`src/rtl/rcg_pkg.sv`:
```
package rcg_pkg;
    localparam int CMD_UPD_BIT   = 0;
    localparam int CMD_EN_BIT    = 1;
    localparam int CMD_DIRTY_LSB = 4;
    localparam int CMD_OFF_BIT   = 31;
    localparam int CFG_DIV_LSB   = 0;
    localparam int CFG_SRC_LSB   = 8;
    localparam int CFG_MODE_LSB  = 12;
    localparam int DIV_W         = 5;
    localparam int SRC_W         = 3;
    localparam int MODE_W        = 2;
    localparam int CNT_W         = DIV_W + 1;
    localparam logic ADDR_CMD    = 1'b0;
    localparam logic ADDR_CFG    = 1'b1;

    typedef struct packed {
        logic [MODE_W-1:0] mode;
        logic [SRC_W-1:0]  src;
        logic [DIV_W-1:0]  div;
    } rcg_cfg_t;

    typedef enum logic [1:0] {
        SEQ_IDLE,
        SEQ_DRAIN,
        SEQ_SETTLE
    } seq_state_e;

    // output period in source ticks for a half-step divider code
    function automatic logic [CNT_W-1:0] div_period(input logic [DIV_W-1:0] code);
        return (code <= DIV_W'(1)) ? CNT_W'(2) : ({1'b0, code} + CNT_W'(1));
    endfunction

    // ticks spent high at the start of each period (rounded up)
    function automatic logic [CNT_W-1:0] div_high(input logic [CNT_W-1:0] period);
        return (period + CNT_W'(1)) >> 1;
    endfunction
endpackage

```
`src/rtl/rcg_regs.sv`:
```
module rcg_regs
    import rcg_pkg::*;
(
    input  logic        clk,
    input  logic        rst,
    input  logic        reg_wr,
    input  logic        reg_addr,
    input  logic [31:0] reg_wdata,
    output logic [31:0] reg_rdata,
    input  logic        done,
    input  logic        root_off,
    input  rcg_cfg_t    act,
    output rcg_cfg_t    snap,
    output logic        upd_q,
    output logic        en_q
);
    rcg_cfg_t   stage_q;
    logic [3:0] dirty;
    logic       unused_wdata;

    assign unused_wdata = ^{reg_wdata[31:14], reg_wdata[11], reg_wdata[7:5]};

    always_comb begin
        dirty[0] = stage_q.div  != act.div;
        dirty[1] = stage_q.src  != act.src;
        dirty[2] = stage_q.mode != act.mode;
        dirty[3] = |dirty[2:0];
    end

    always_ff @(posedge clk) begin
        if (rst) begin
            stage_q <= '0;
            snap    <= '0;
            upd_q   <= 1'b0;
            en_q    <= 1'b0;
        end else begin
            if (done) upd_q <= 1'b0;
            if (reg_wr && reg_addr == ADDR_CMD) begin
                en_q <= reg_wdata[CMD_EN_BIT];
                if (reg_wdata[CMD_UPD_BIT] && !upd_q) begin
                    upd_q <= 1'b1;
                    snap  <= stage_q;
                end
            end
            if (reg_wr && reg_addr == ADDR_CFG) begin
                stage_q.div  <= reg_wdata[CFG_DIV_LSB +: DIV_W];
                stage_q.src  <= reg_wdata[CFG_SRC_LSB +: SRC_W];
                stage_q.mode <= reg_wdata[CFG_MODE_LSB +: MODE_W];
            end
        end
    end

    always_comb begin
        reg_rdata = '0;
        if (reg_addr == ADDR_CMD) begin
            reg_rdata[CMD_UPD_BIT]          = upd_q;
            reg_rdata[CMD_EN_BIT]           = en_q;
            reg_rdata[CMD_DIRTY_LSB +: 4]   = dirty;
            reg_rdata[CMD_OFF_BIT]          = root_off;
        end else begin
            reg_rdata[CFG_DIV_LSB +: DIV_W]   = stage_q.div;
            reg_rdata[CFG_SRC_LSB +: SRC_W]   = stage_q.src;
            reg_rdata[CFG_MODE_LSB +: MODE_W] = stage_q.mode;
        end
    end
endmodule

```
`src/rtl/rcg_div.sv`:
```
module rcg_div
    import rcg_pkg::*;
#(
    parameter int N_SRC = 8
) (
    input  logic             clk,
    input  logic             rst,
    input  logic [N_SRC-1:0] src_tick,
    input  logic [SRC_W-1:0] sel,
    input  logic [DIV_W-1:0] code,
    input  logic             restart,
    output logic             sel_tick,
    output logic             level
);
    localparam int N_PAD = 1 << SRC_W;

    logic [N_PAD-1:0] tick_pad;
    logic [CNT_W-1:0] cnt_q;
    logic [CNT_W-1:0] period;
    logic [CNT_W-1:0] high_len;

    for (genvar i = 0; i < N_PAD; i++) begin : g_pad
        if (i < N_SRC) begin : g_live
            assign tick_pad[i] = src_tick[i];
        end else begin : g_dead
            assign tick_pad[i] = 1'b0;
        end
    end

    assign sel_tick = tick_pad[sel];
    assign period   = div_period(code);
    assign high_len = div_high(period);
    assign level    = cnt_q < high_len;

    always_ff @(posedge clk) begin
        if (rst || restart) begin
            cnt_q <= '0;
        end else if (sel_tick) begin
            cnt_q <= (cnt_q >= period - CNT_W'(1)) ? '0 : cnt_q + CNT_W'(1);
        end
    end
endmodule

```
`src/rtl/rcg_seq.sv`:
```
module rcg_seq
    import rcg_pkg::*;
#(
    parameter int SETTLE_TICKS = 2
) (
    input  logic     clk,
    input  logic     rst,
    input  logic     upd_q,
    input  logic     en_q,
    input  rcg_cfg_t snap,
    input  logic     sel_tick,
    input  logic     level,
    output rcg_cfg_t act,
    output logic     restart,
    output logic     done,
    output logic     gate_q
);
    localparam int ST_W = (SETTLE_TICKS > 1) ? $clog2(SETTLE_TICKS) : 1;

    seq_state_e      state_q;
    logic [ST_W-1:0] settle_q;
    logic            want_open;

    assign restart   = (state_q == SEQ_DRAIN) && !gate_q;
    assign done      = (state_q == SEQ_SETTLE) && sel_tick &&
                       (settle_q == ST_W'(SETTLE_TICKS - 1));
    assign want_open = en_q && (state_q == SEQ_IDLE) && !upd_q;

    always_ff @(posedge clk) begin
        if (rst) begin
            state_q  <= SEQ_IDLE;
            act      <= '0;
            gate_q   <= 1'b0;
            settle_q <= '0;
        end else begin
            // the gate only moves while the divided clock is low
            if (!level) gate_q <= want_open;
            case (state_q)
                SEQ_IDLE: begin
                    if (upd_q) state_q <= SEQ_DRAIN;
                end
                SEQ_DRAIN: begin
                    if (!gate_q) begin
                        act      <= snap;
                        settle_q <= '0;
                        state_q  <= SEQ_SETTLE;
                    end
                end
                SEQ_SETTLE: begin
                    if (done)          state_q  <= SEQ_IDLE;
                    else if (sel_tick) settle_q <= settle_q + ST_W'(1);
                end
                default: state_q <= SEQ_IDLE;
            endcase
        end
    end
endmodule

```
`src/rtl/rcg_root_top.sv`:
```
module rcg_root_top
    import rcg_pkg::*;
#(
    parameter int N_SRC        = 8,
    parameter int SETTLE_TICKS = 2
) (
    input  logic              clk,
    input  logic              rst,
    input  logic              reg_wr,
    input  logic              reg_addr,
    input  logic [31:0]       reg_wdata,
    output logic [31:0]       reg_rdata,
    input  logic [N_SRC-1:0]  src_tick,
    output logic              root_clk_o,
    output logic [MODE_W-1:0] cnt_mode_o
);
    rcg_cfg_t act;
    rcg_cfg_t snap;
    logic     upd_q;
    logic     en_q;
    logic     done;
    logic     restart;
    logic     gate_q;
    logic     root_off;
    logic     sel_tick;
    logic     level;

    assign root_off   = !gate_q;
    assign root_clk_o = level && gate_q;
    assign cnt_mode_o = act.mode;

    rcg_regs u_regs (
        .clk(clk), .rst(rst), .reg_wr(reg_wr), .reg_addr(reg_addr),
        .reg_wdata(reg_wdata), .reg_rdata(reg_rdata), .done(done),
        .root_off(root_off), .act(act), .snap(snap), .upd_q(upd_q), .en_q(en_q)
    );

    rcg_seq #(.SETTLE_TICKS(SETTLE_TICKS)) u_seq (
        .clk(clk), .rst(rst), .upd_q(upd_q), .en_q(en_q), .snap(snap),
        .sel_tick(sel_tick), .level(level), .act(act), .restart(restart),
        .done(done), .gate_q(gate_q)
    );

    rcg_div #(.N_SRC(N_SRC)) u_div (
        .clk(clk), .rst(rst), .src_tick(src_tick), .sel(act.src),
        .code(act.div), .restart(restart), .sel_tick(sel_tick), .level(level)
    );
endmodule

```
`config.mk`:
```
export PLATFORM = sky130hd
export DESIGN_NAME = rcg_root_top
export DESIGN_NICKNAME = d
export VERILOG_FILES = /design/src/rtl/rcg_pkg.sv /design/src/rtl/rcg_regs.sv /design/src/rtl/rcg_div.sv /design/src/rtl/rcg_seq.sv /design/src/rtl/rcg_root_top.sv
export SDC_FILE = /design/constraint.sdc
export NUM_CORES = 1
export LEC_CHECK = 0
export BUFFER_PORTS_ARGS = -buffer_cell sky130_fd_sc_hd__buf_2
export CELL_PAD_IN_SITES_DETAIL_PLACEMENT = 1
export CELL_PAD_IN_SITES_GLOBAL_PLACEMENT = 1
export CORE_AREA = 2 2 92 94
export DETAILED_ROUTE_END_ITERATION = 16
export DIE_AREA = 0 0 94 96
export GPL_TIMING_DRIVEN = 0
export PLACE_DENSITY = 0.83
export RECOVER_POWER = 25
export SLEW_MARGIN = 20
export SYNTH_ARGS = -nofsm -noshare
export SYNTH_HDL_FRONTEND = slang
export SYNTH_SLANG_ARGS = --single-unit
```
`constraint.sdc`:
```
create_clock -name clk -period 3.17 [get_ports clk]
set_input_delay 0.634 -clock clk [delete_from_list [all_inputs] [get_ports clk]]
set_output_delay 0.634 -clock clk [all_outputs]
set_load 0.005 [all_outputs]
```
==> results.md, run 1 <==
- Remaining DRCs: 0
- Area grow syn2layout: 27.5%
- Worst setup EP type: output pin
- GP Congestion: about 0.81
- Initial Utilization: 0.321
- Slew @ Worst Pin: between 0.5 and 0.6 ns
- CTS Buf Count: 5
- Die W: ~94 um
- Worst Skew: between 0.009 and 0.01 ns
- Hold crit path type: flop to flop
- Number of DRC markers in iteration 0: 33
- Initial antenna violation count: 0
- Diodes inserted: 0
- Worst Path Required: approximately 2.5 ns
- Placed cell areas: 0.00296 sq mm
- Final Cell Area: 0.00329 sq mm
- Status: finished with violations
- P_sw: 0.316 mW
- Via density per instance: around 4.8
- Setup CP Type: flop to output pin
- Synth top area share: 0.325
- Die Span Y: about 96 um
- Yosys warns: 0
- GRT overflow: 0
- Total Die Area: ~0.0090 sq mm
- Switching share of power: 0.268
- RSZ-0062 raised after global routing: true
- Critical Path Sink: root_clk_o
- Max-slew headroom: 0.612
- WP data arrival: ~2.6 ns
- Cell row count: 33
- Post-Syn Instances: 327
- Global-route usage over all layers: 0.163
- Core Region: approximately 0.0081 sq mm
- ANT nets after route: 0
- Max_cap viols: 0
- Fmax: between 300 and 400 MHz
- Worst R2R Setup Slack: around 0.17 ns
- Synth unique cells: 46
- Pre-CTS WS: -0.273 ns
- Fin crit share: 1.00
- Number of fill cells: around 1000
- TritonCTS Sinks: 42
- Leak pwr: approximately 1.4 nW
- Ranking of synthesized cells by area: dfxtp_1, nand2_1, a21oi_1
- Sequential element share of the synthesized area: 0.325
- Vias in the first global route: between 2000 and 2500
- Final setup fails: 1
- Power Density: between 300 and 400 mW/mm^2
- CTS H-Tree Depth: 2
- DR pass1 iterations: 4
- Final Hold Fails: 0
- Critical Path Source: u_seq.act[1]$_SDFFE_PP0P_
- Biggest area consumer among synthesized cells: dfxtp_1
- CTS root buffer: clkbuf_8
- Main synth FF type: dfxtp_1
- Reg2Reg Depth: 13
- Syn Area/Cell: between 7 and 8 sq um
- Setup crit start kind: flop
- Max-slew violations: 0
- Reg area: about 850 sq um
- Peak supply drop: 0.194 mV
- Area of the mapped netlist: ~0.0026 sq mm
- Max FO, Critical Path: 5
- Drt wl/cell: roughly 14 um
- Hold slack: approximately 0.46 ns
- Largest net degree at the start of global routing: 15
- Via count: between 2000 and 2500
- R2r endpoint: u_div.cnt_q[0]$_SDFFE_PP0P_
- Internal power: about 0.86 mW
- Clock Power Share: 0.371
- # IOs: approximately 80
- Multi-input gate area: around 0.0017 sq mm
- Non-filler cells, final: 505
- First-pass GRT wire length: roughly 12000 um
- Min Tclk post-route: about 3.2 ns
- CTS tree: yes
- IO Port Bufs: 37
- Failing checks: setup timing
- Total Nets Final: approximately 460
- Clock Path Buffers: 2
- Commonest cells post-synth: nand2_1, dfxtp_1, a21oi_1
- Util after Layout: 0.409
- Final Routed Wirelength: between 7000 and 8000 um
- Comb pwr share: 0.158
- Reg2Reg Launch Point: u_seq.act[1]$_SDFFE_PP0P_
- Clock slew at reported path FFs: 0.08 ns
- Placed cell count: 486
- Fraction of layout cells with a size suffix above 1: 0.265
- FFs w/ async S/R, synth: 0
- Post-detail-place hpwl: between 5000 and 6000 um
- FF+latch count, synth: between 40 and 50
- Post-synth EDFFs: 0
- Worst-Skew Late Latency: between 0.3 and 0.4 ns
- Final WS setup: -0.0103 ns
- Top-count cell post-synth: nand2_1
- Reg power frac: 0.471
==> what timing repair did <==
action,in CTS,in global routing
pin swaps,6,7
hold buffers,0,0
setup endpoints to repair,3,3
cloned,0,0
resized for setup,15,17
setup buffers,4,10
==> critical path, cell delays in order, from the launching register on <==
cell	delay, ns
dfxtp_4	0.38
inv_2	0.05
ha_4	0.16
o21ai_4	0.19
and2_4	0.18
inv_1	0.06
ha_4	0.17
xnor2_1	0.13
ha_1	0.18
a21o_1	0.17
a31oi_1	0.16
o21ai_1	0.12
nor2_1	0.15
buf_2	0.14
==> final cells by class <==
cell class	count	share of cell area
clock inverter	3	0.0137
inverter	8	0.00912
sequential	42	0.258
buffer	36	0.0684
timing repair buffer	51	0.0881
multi-input combinational	255	0.502
clock buffer	5	0.0209
tap	105	0.0399
==> flip-flops by register name (all words and copies together), names as in the netlist <==
signal	flops
u_regs.en_q	1
u_div.cnt_q	6
u_seq.state_q	2
u_seq.settle_q	1
u_seq.act	10
u_seq.gate_q	1
u_regs.upd_q	1
u_regs.stage_q	10
u_regs.snap	10
==> per-layer routing <==
| metal | routed length, um | GRT usage | vias to the layer above |
|---|---|---|---|
| li1 | - | - | 1207 |
| met1 | 3090 | 0.198 | 1156 |
| met2 | 3750 | 0.297 | 61 |
| met3 | 268 | 0.0258 | 11 |
| met4 | 115 | 0.0507 | 0 |
| met5 | 0 | 0 | - |
==> cell usage in the layout (no fill, tap or decap), types with 8 or more instances in the layout <==
cell       n
clkbuf_1  12
dfxtp_1   38
xnor2_1    9
ha_1      12
nor2_1    14
a21oi_1   38
nand3_1    9
conb_1    18
xor2_1     8
buf_2     37
nand2_1   71
buf_4     34
==> metrics by stage <==
stage               total power [mW]  setup TNS, ns
floorplan                      0.683              0
global placement               0.732         -0.298
detailed placement             0.737         -0.729
global route                    1.23         -0.198
finish                          1.18        -0.0103
CTS                             1.17              0
==> power by group through the flow <==
stage | Clock [mW] | Combinational (mW) | Sequential [mW]
6_report | 0.438 | 0.186 | 0.555
5_1_grt | 0.464 | 0.206 | 0.558
4_1_cts | 0.444 | 0.174 | 0.556
3_5_place_dp | 0 | 0.168 | 0.569
3_3_place_gp | 0 | 0.164 | 0.568
2_1_floorplan | 0 | 0.119 | 0.564
==> logic make-up (layout without fill, tap and decap cells) <==
group	count (synthesis)	after routing	synth area share
AND/OR/NAND/NOR	138	138	0.262
AO/OA/AOI/OAI	56	56	0.126
buffers and inverters	47	103	0.0998
flip-flops	42	42	0.325
XOR/XNOR	19	19	0.0644
adder cells (fa/ha/maj)	15	15	0.0726
multiplexers	9	9	0.0484
other	1	18	0.00145
==> worst min-delay path by stage <==
stage                                     start  slack (ns)                     endpoint  cells past startpoint
floorplan           u_regs.snap[8]$_SDFFE_PP0P_        0.43    u_seq.act[8]$_SDFFE_PP0P_                      2
global placement    u_regs.snap[9]$_SDFFE_PP0P_        0.44    u_seq.act[9]$_SDFFE_PP0P_                      2
detailed placement  u_regs.snap[2]$_SDFFE_PP0P_        0.45  u_regs.snap[2]$_SDFFE_PP0P_                      2
CTS                 u_regs.snap[9]$_SDFFE_PP0P_        0.46    u_seq.act[9]$_SDFFE_PP0P_                      2
global route        u_regs.snap[9]$_SDFFE_PP0P_        0.47    u_seq.act[9]$_SDFFE_PP0P_                      2
finish              u_regs.snap[1]$_SDFFE_PP0P_        0.46  u_regs.snap[1]$_SDFFE_PP0P_                      2
No activity file was read; power rests on OpenSTA's default activity.
==> run 2, diff against run 1 <==
--- a/config.mk
+++ b/config.mk
@@ -7,9 +7,10 @@
 export LEC_CHECK = 0
 export BUFFER_PORTS_ARGS = -buffer_cell sky130_fd_sc_hd__buf_2
+export CAP_MARGIN = 20
 export CELL_PAD_IN_SITES_DETAIL_PLACEMENT = 1
 export CELL_PAD_IN_SITES_GLOBAL_PLACEMENT = 1
-export CORE_AREA = 2 2 92 94
+export CORE_AREA = 2 2 97 89
 export DETAILED_ROUTE_END_ITERATION = 16
-export DIE_AREA = 0 0 94 96
+export DIE_AREA = 0 0 99 91
 export GPL_TIMING_DRIVEN = 0
 export PLACE_DENSITY = 0.83
==> constraint.sdc (replaced) <==
create_clock -name clk -period 3.17 [get_ports clk]
set_input_delay 0.4755 -clock clk [delete_from_list [all_inputs] [get_ports clk]]
set_output_delay 0.4755 -clock clk [all_outputs]
set_load 0.005 [all_outputs]
==> run 2 against run 1 <==
The flow now finishes without violations; worst hold slack got worse by 0.057 ns; non-clock buffer count is 8 lower; maximum frequency is 2.7% higher; via count is 1.9% lower; core utilization fell by 1.0 points; register-to-register slack got worse by 0.03 ns; critical endpoint unchanged; largest cell class unchanged; largest power group unchanged.
==> results.md, run 2 (synthesized netlist as in run 1, its figures left out) <==
- Crit path cell chain: buf_4 > nor2_1 > o21ai_2 > nand2b_1 > inv_1 > ha_2 > nand3b_1 > xnor2_1 > ha_2 > nand2_1 > o21ai_2 > nor2_2 > buf_2
- Core Region: 0.00795 sq mm (-1.2%)
- Initial Utilization: 0.325 (+0.00404)
- GRT overflow: 0 (unchanged)
- Worst R2R Setup Slack: 0.14 ns (-0.03 ns)
- Diodes inserted: 0 (unchanged)
- Comb pwr share: 0.169 (+0.011)
- Status: finished, final reports clean
- Reg area: 846 sq um (-0.59%)
- Power Density: 375 mW/mm^2 (+4.8%)
- DR pass1 iterations: 4 (unchanged)
- Reg2Reg Launch Point: u_seq.act[0]$_SDFFE_PP0P_
- First-pass GRT wire length: 11600 um (-0.71%)
- Commonest non-fill, non-tap cells in the layout: nand2_1, dfxtp_1, buf_2, a21oi_1, buf_4
- Final setup fails: 0 (-1)
- Fraction of layout cells with a size suffix above 1: 0.242 (-0.0227)
- Die W: 99 um (+5.3%)
- Worst-Skew Late Latency: 0.30 ns (about the same)
- Area grow syn2layout: 22.7%
- Hold crit path type: input pin to flop
- Setup crit start kind: flop
- Multi-input gate area: 0.00162 sq mm (-2.2%)
- Clock Power Share: 0.364 (-0.007)
- Largest net degree at the start of global routing: 14 (-1)
- CTS H-Tree Depth: 2 (unchanged)
- Reg power frac: 0.467 (-0.004)
- CTS root buffer: clkbuf_8
- Remaining DRCs: 0 (unchanged)
- Max FO, Critical Path: 9 (+4)
- Final Hold Fails: 0 (unchanged)
- # IOs: 79 (unchanged)
- Internal power: 0.871 mW (+0.94%)
- Number of fill cells: 947 (-4.7%)
- Peak supply drop: 0.191 mV (-1.2%)
- Drt wl/cell: 14.8 um (+3.7%)
- Leak pwr: 1.33 nW (-4.4%)
- CTS tree: yes
- Worst Skew: 0.00882 ns (-0.000358 ns)
- Sum of negative setup slack: 0 ns (+0.0103 ns)
- Die Span Y: 91 um (-5.2%)
- Max-slew violations: 0 (unchanged)
- Via density per instance: 4.86 (+0.87%)
- Most common cell after layout, fill and taps aside: nand2_1
- Top flop regs: u_regs.snap (10), u_regs.stage_q (10), u_seq.act (10)
- Max-slew headroom: 0.599 (-0.0124)
- Global-route usage over all layers: 0.159 (-0.00473)
- WP data arrival: 2.62 ns (+0.07 ns)
- Clock slew at reported path FFs: 0.09 ns (about the same)
- Total Die Area: 0.00901 sq mm (-0.17%)
- Min Tclk post-route: 3.10 ns (-0.0844 ns)
- Final Routed Wirelength: 7280 um (+0.84%)
- Worst Path Required: 2.69 ns (+0.15 ns)
- Vias in the first global route: 2461 (+0.98%)
- Fmax: 323 MHz (+2.7%)
- CTS Buf Count: 5 (unchanged)
- Total Nets Final: 450 (-1.7%)
- Cell row count: 31 (-6.1%)
- Post-detail-place hpwl: 5350 um (+5.9%)
- HP Start: reg_wdata[8]
- Clock Path Buffers: 2 (unchanged)
- TritonCTS Sinks: 42 (unchanged)
- GP Congestion: 0.778 (-4.2%)
- Critical path's slowest cell: dfxtp_2
- Max incr delay on CP: 0.36 ns (-0.02 ns)
- Initial antenna violation count: 0 (unchanged)
- IO Port Bufs: 37 (unchanged)
- Hold Buf Count CTS: 0 (unchanged)
- Via count: 2388 (-1.9%)
- P_sw: 0.319 mW (+0.76%)
- Worst setup EP type: output pin
- Slew @ Worst Pin: 0.601 ns (+0.0187 ns)
- Critical Path Source: u_seq.act[0]$_SDFFE_PP0P_
- Hold slack: 0.404 ns (-0.0567 ns)
- ANT nets after route: 0 (unchanged)
- Fin crit share: 0.977 (-0.0266)
- Setup CP Type: flop to output pin
- Max_cap viols: 0 (unchanged)
- Switching share of power: 0.268 (-0.000345)
- Number of DRC markers in iteration 0: 46 (+39%)
==> run 2: power by group through the flow <==
stage                     Sequential (mW)  Clock (mW)  Combinational (mW)
after floorplan                     0.564           0               0.119
after global placement              0.567           0               0.166
after detailed placement            0.568           0               0.174
after CTS                           0.555       0.442               0.175
after global routing                0.558       0.456               0.222
final                               0.556       0.433               0.201
==> run 2: cell type report <==
type	count	share of cell area
Inverter	8	0.00947
Timing Repair Buffer	42	0.0698
Multi-Input combinational cell	255	0.510
Clock inverter	2	0.0118
Buffer	37	0.0702
Sequential cell	42	0.267
Clock buffer	6	0.0229
Tap cell	99	0.0391
==> run 2: layer usage <==
layer | global-route usage | routed length (um) | up-vias | share of wire
li1 | - | - | 1202 | -
met1 | 0.186 | 3140 | 1124 | 0.43
met2 | 0.295 | 3780 | 49 | 0.52
met3 | 0.0200 | 206 | 13 | 0.028
met4 | 0.0514 | 149 | 0 | 0.020
met5 | 0 | 0 | - | 0
==> run 2: path summary, 6_finish.rpt <==
kind,to,cells after the start
max,root_clk_o,13
max reg2reg,u_div.cnt_q[0]$_SDFFE_PP0P_,13
min reg2reg,u_seq.act[3]$_SDFFE_PP0P_,2
min,u_regs.stage_q[5]$_SDFFE_PP0P_,3
==> run 2: timing repair <==
action,in CTS,in global routing
gates resized for setup,7,16
setup endpoints to repair,4,3
buffers inserted,1,4
pin swaps,2,8
==> run 2: worst max-delay path: cells and delay by family, from the launching register on <==
family	cells	cell delay, ns
AND/OR/NAND/NOR	5	0.47
flip-flops	1	0.36
adder cells (fa/ha/maj)	2	0.52
XOR/XNOR	1	0.14
AO/OA/AOI/OAI	2	0.42
buffers and inverters	3	0.39
==> run 2: per-stage QoR <==
step	cells	power (mW)	worst slack (ns)	area (sq um)	util
6_report	491	1.19	0.0741	3170	0.399
5_1_grt	491	1.24	-0.0561	3170	0.399
4_1_cts	487	1.17	0.000520	3080	0.388
3_5_place_dp	480	0.742	-0.273	2960	0.372
3_3_place_gp	480	0.733	-0.168	2960	0.372
2_1_floorplan	344	0.683	0.190	2650	-
==> run 3, diff against run 2 <==
Settings changed: CORE_AREA 2 2 97 89 to 2 2 95 88, DIE_AREA 0 0 99 91 to 0 0 97 90, SYNTH_HIERARCHICAL from default to 1.
==> run 3 against run 2 <==
Maximum frequency down 5.0%; worst setup slack worse by 0.16 ns; first-iteration DRC count down 15%; cell count down 4.1%; cell area down 1.3%; the run now ends with setup timing left; synthesized area down 3.1%; sequential power about the same; clock power about the same; critical endpoint unchanged; sequential share of layout area up 0.63 points; largest power group unchanged.
==> results.md, run 3 <==
- Status: finished with violations
- Failing checks: setup timing
- FF+latch count, synth: 42 (unchanged)
- Clock slew at reported path FFs: 0.08 ns (about the same)
- R2r endpoint: u_div/cnt_q[4]$_SDFFE_PP0P_
- Hold Buf Count CTS: 0 (unchanged)
- Final WS setup: -0.0893 ns (-0.163 ns)
- Hold slack: 0.411 ns (+0.00670 ns)
- Sum of negative setup slack: -0.0893 ns (-0.0893 ns)
- Total Nets Final: 430 (-4.4%)
- Drt wl/cell: 13.9 um (-6.5%)
- Switching share of power: 0.262 (-0.00569)
- Die W: 97 um (-2.0%)
- Setup CP Type: flop to output pin
- Reg power frac: 0.478 (+0.011)
- Min Tclk post-route: 3.26 ns (+0.163 ns)
- Max-slew headroom: 0.649 (+0.0492)
- Internal power: 0.858 mW (-1.5%)
- Via density per instance: 4.72 (-2.9%)
- First-pass GRT wire length: 11100 um (-4.8%)
- Sequential element share of the synthesized area: 0.336 (+0.0106)
- IO Port Bufs: 37 (unchanged)
- CTS tree: yes
- # IOs: 79 (unchanged)
- Final Hold Fails: 0 (unchanged)
- Comb pwr share: 0.149 (-0.020)
- Peak supply drop: 0.183 mV (-4.2%)
- Max FO, Critical Path: 4 (-5)
- TritonCTS Sinks: 42 (unchanged)
- Commonest non-fill, non-tap cells in the layout: nand2_1, buf_2, dfxtp_1
- Reg2Reg Depth: 13 (unchanged)
- Largest net degree at the start of global routing: 15 (+1)
- Top-count cell post-synth: nand2_1
- Core Region: 0.00780 sq mm (-2.0%)
- Max-slew violations: 0 (unchanged)
- FFs w/ async S/R, synth: 0 (unchanged)
- Total Die Area: 0.00873 sq mm (-3.1%)
- Biggest area consumer among synthesized cells: dfxtp_1
- Diodes inserted: 0 (unchanged)
- Reg2Reg Launch Point: u_seq/act[1]$_SDFFE_PP0P_
- Area of the mapped netlist: 0.00250 sq mm (-3.1%)
- Worst Path Required: 2.69 ns (about the same)
- Final setup fails: 1 (+1)
- Synth top area share: 0.336 (+0.0106)
- GRT overflow: 0 (unchanged)
- Synth unique cells: 44 (-4.3%)
- Vias in the first global route: 2338 (-5.0%)
- DR pass1 iterations: 4 (unchanged)
- Leak pwr: 1.41 nW (+5.7%)
- Cell row count: 31 (unchanged)
- Ranking of synthesized cells by area: dfxtp_1, nand2_1, ha_1
- Top flop regs: u_regs/snap (10), u_regs/stage_q (10), u_seq/act (10)
- WP data arrival: 2.78 ns (+0.16 ns)
- Initial antenna violation count: 0 (unchanged)
- Yosys warns: 6 (+6)
- Post-Syn Instances: 304 (-7.0%)
- Final Routed Wirelength: 6530 um (-10%)
- Hold crit path type: input pin to flop
- Die Span Y: 90 um (-1.1%)
- Slew @ Worst Pin: 0.527 ns (-0.0739 ns)
- Crit path cell chain: inv_2 > ha_4 > o21ai_4 > and2_4 > inv_2 > ha_4 > xnor2_2 > ha_1 > a21o_1 > a21o_1 > a21o_1 > a211oi_2 > and2_1 > buf_2
- Clock Power Share: 0.373 (+0.009)
- Post-detail-place hpwl: 4950 um (-7.5%)
- Number of DRC markers in iteration 0: 39 (-15%)
- Power Density: 372 mW/mm^2 (-0.99%)
- Remaining DRCs: 0 (unchanged)
- Area grow syn2layout: 25.0%
- CTS root buffer: clkbuf_8
- Critical path's slowest cell: dfxtp_4
- Commonest cells post-synth: nand2_1, dfxtp_1, a21oi_1
- Fmax: 307 MHz (-5.0%)
- CTS H-Tree Depth: 2 (unchanged)
- GP Congestion: 0.820 (+5.4%)
- Via count: 2225 (-6.8%)
- Fraction of layout cells with a size suffix above 1: 0.277 (+0.0345)
- Worst-Skew Late Latency: 0.30 ns (about the same)
- Syn Area/Cell: 8.23 sq um (+4.2%)
- Global-route usage over all layers: 0.153 (-0.00591)
- Setup crit start kind: flop
- Max_cap viols: 0 (unchanged)
- Fin crit share: 1.03 (+0.0515)
- ANT nets after route: 0 (unchanged)
- Worst Skew: 0.00534 ns (-0.00348 ns)
- Post-synth EDFFs: 0 (unchanged)
- Hold depth: 3 (unchanged)
- Most frequent CP cell: a21o_1
- Worst Hold End: u_regs/stage_q[7]$_SDFFE_PP0P_
- Main synth FF type: dfxtp_1
- HP Start: reg_wdata[10]
- CTS Buf Count: 5 (unchanged)
- Number of fill cells: 946 (-0.11%)
- P_sw: 0.305 mW (-4.4%)
- Most common cell after layout, fill and taps aside: nand2_1
- Max incr delay on CP: 0.38 ns (+0.02 ns)
- Initial Utilization: 0.321 (-0.00397)
- Clock Path Buffers: 2 (unchanged)
- RSZ-0062 raised after global routing: true
- Worst R2R Setup Slack: 0.29 ns (+0.15 ns)
- Worst setup EP type: output pin
==> run 3: how the worst max path moves through the flow <==
stage | startpoint | slack [ns] | to | cells past startpoint
after floorplan | u_seq/act[1]$_SDFFE_PP0P_ | 0.09 | root_clk_o | 13
after global placement | u_seq/act[1]$_SDFFE_PP0P_ | -0.30 | root_clk_o | 14
after detailed placement | u_seq/act[1]$_SDFFE_PP0P_ | -0.38 | root_clk_o | 14
after CTS | u_seq/act[1]$_SDFFE_PP0P_ | -0.09 | root_clk_o | 14
after global routing | u_seq/act[1]$_SDFFE_PP0P_ | -0.20 | root_clk_o | 14
final | u_seq/act[1]$_SDFFE_PP0P_ | -0.09 | root_clk_o | 14
==> run 3: repair_timing <==
action / 4_1_cts / 5_1_grt
gates resized for setup: 23 / 4
endpoints found under the setup margin: 2 / 1
setup buffers: 7 / 0
pin swaps: 11 / 0
==> run 3: power by group through the flow <==
stage          clock network, mW  logic, mW  registers [mW]
3_3_place_gp                   0      0.161           0.570
6_report                   0.433      0.173           0.556
2_1_floorplan                  0      0.118           0.564
5_1_grt                    0.469      0.193           0.559
3_5_place_dp                   0      0.168           0.571
4_1_cts                    0.439      0.175           0.556
==> run 3: per-stage QoR <==
step	cells	area, sq um	total power [mW]	setup slack [ns]	util
3_5_place_dp	457	2880	0.739	-0.384	0.369
2_1_floorplan	321	2570	0.682	0.0871	-
3_3_place_gp	457	2880	0.731	-0.296	0.369
6_report	471	3130	1.16	-0.0893	0.401
4_1_cts	471	3120	1.17	-0.0902	0.401
5_1_grt	471	3130	1.22	-0.199	0.401
==> run 3: per-layer routing <==
layer	up-vias	share of wire	track usage
li1	1119	-	-
met3	14	0.032	0.0210
met2	50	0.51	0.275
met1	1042	0.44	0.182
met4	0	0.021	0.0599
met5	-	0	0
==> run 3: final cells by class <==
cell class / instances / area (sq um) / area share
inverter: 11 / 41.3 / 0.0132
clock inverter: 3 / 45.0 / 0.0144
buffer: 28 / 191 / 0.0612
clock buffer: 5 / 68.8 / 0.0220
sequential: 42 / 855 / 0.273
tap: 99 / 124 / 0.0396
multi-input combinational: 239 / 1570 / 0.501
timing repair buffer: 44 / 236 / 0.0756
==> run 3: logic make-up after synthesis <==
kind of cell / Yosys count / share of synthesized area
AND/OR/NAND/NOR: 121 / 0.229
AO/OA/AOI/OAI: 56 / 0.135
flip-flops: 42 / 0.336
buffers and inverters: 40 / 0.0975
XOR/XNOR: 19 / 0.0665
adder cells (fa/ha/maj): 15 / 0.0750
multiplexers: 10 / 0.0595
other: 1 / 0.00150
==> run 3: worst max-delay path, delay by kind of cell, from the launching register on <==
kind / cells / cell delay, ns
fa+ha+maj: 3 / 0.59
xor+xnor: 1 / 0.12
flops: 1 / 0.38
compound gates: 5 / 0.86
buf+inv: 3 / 0.20
simple gates: 2 / 0.32
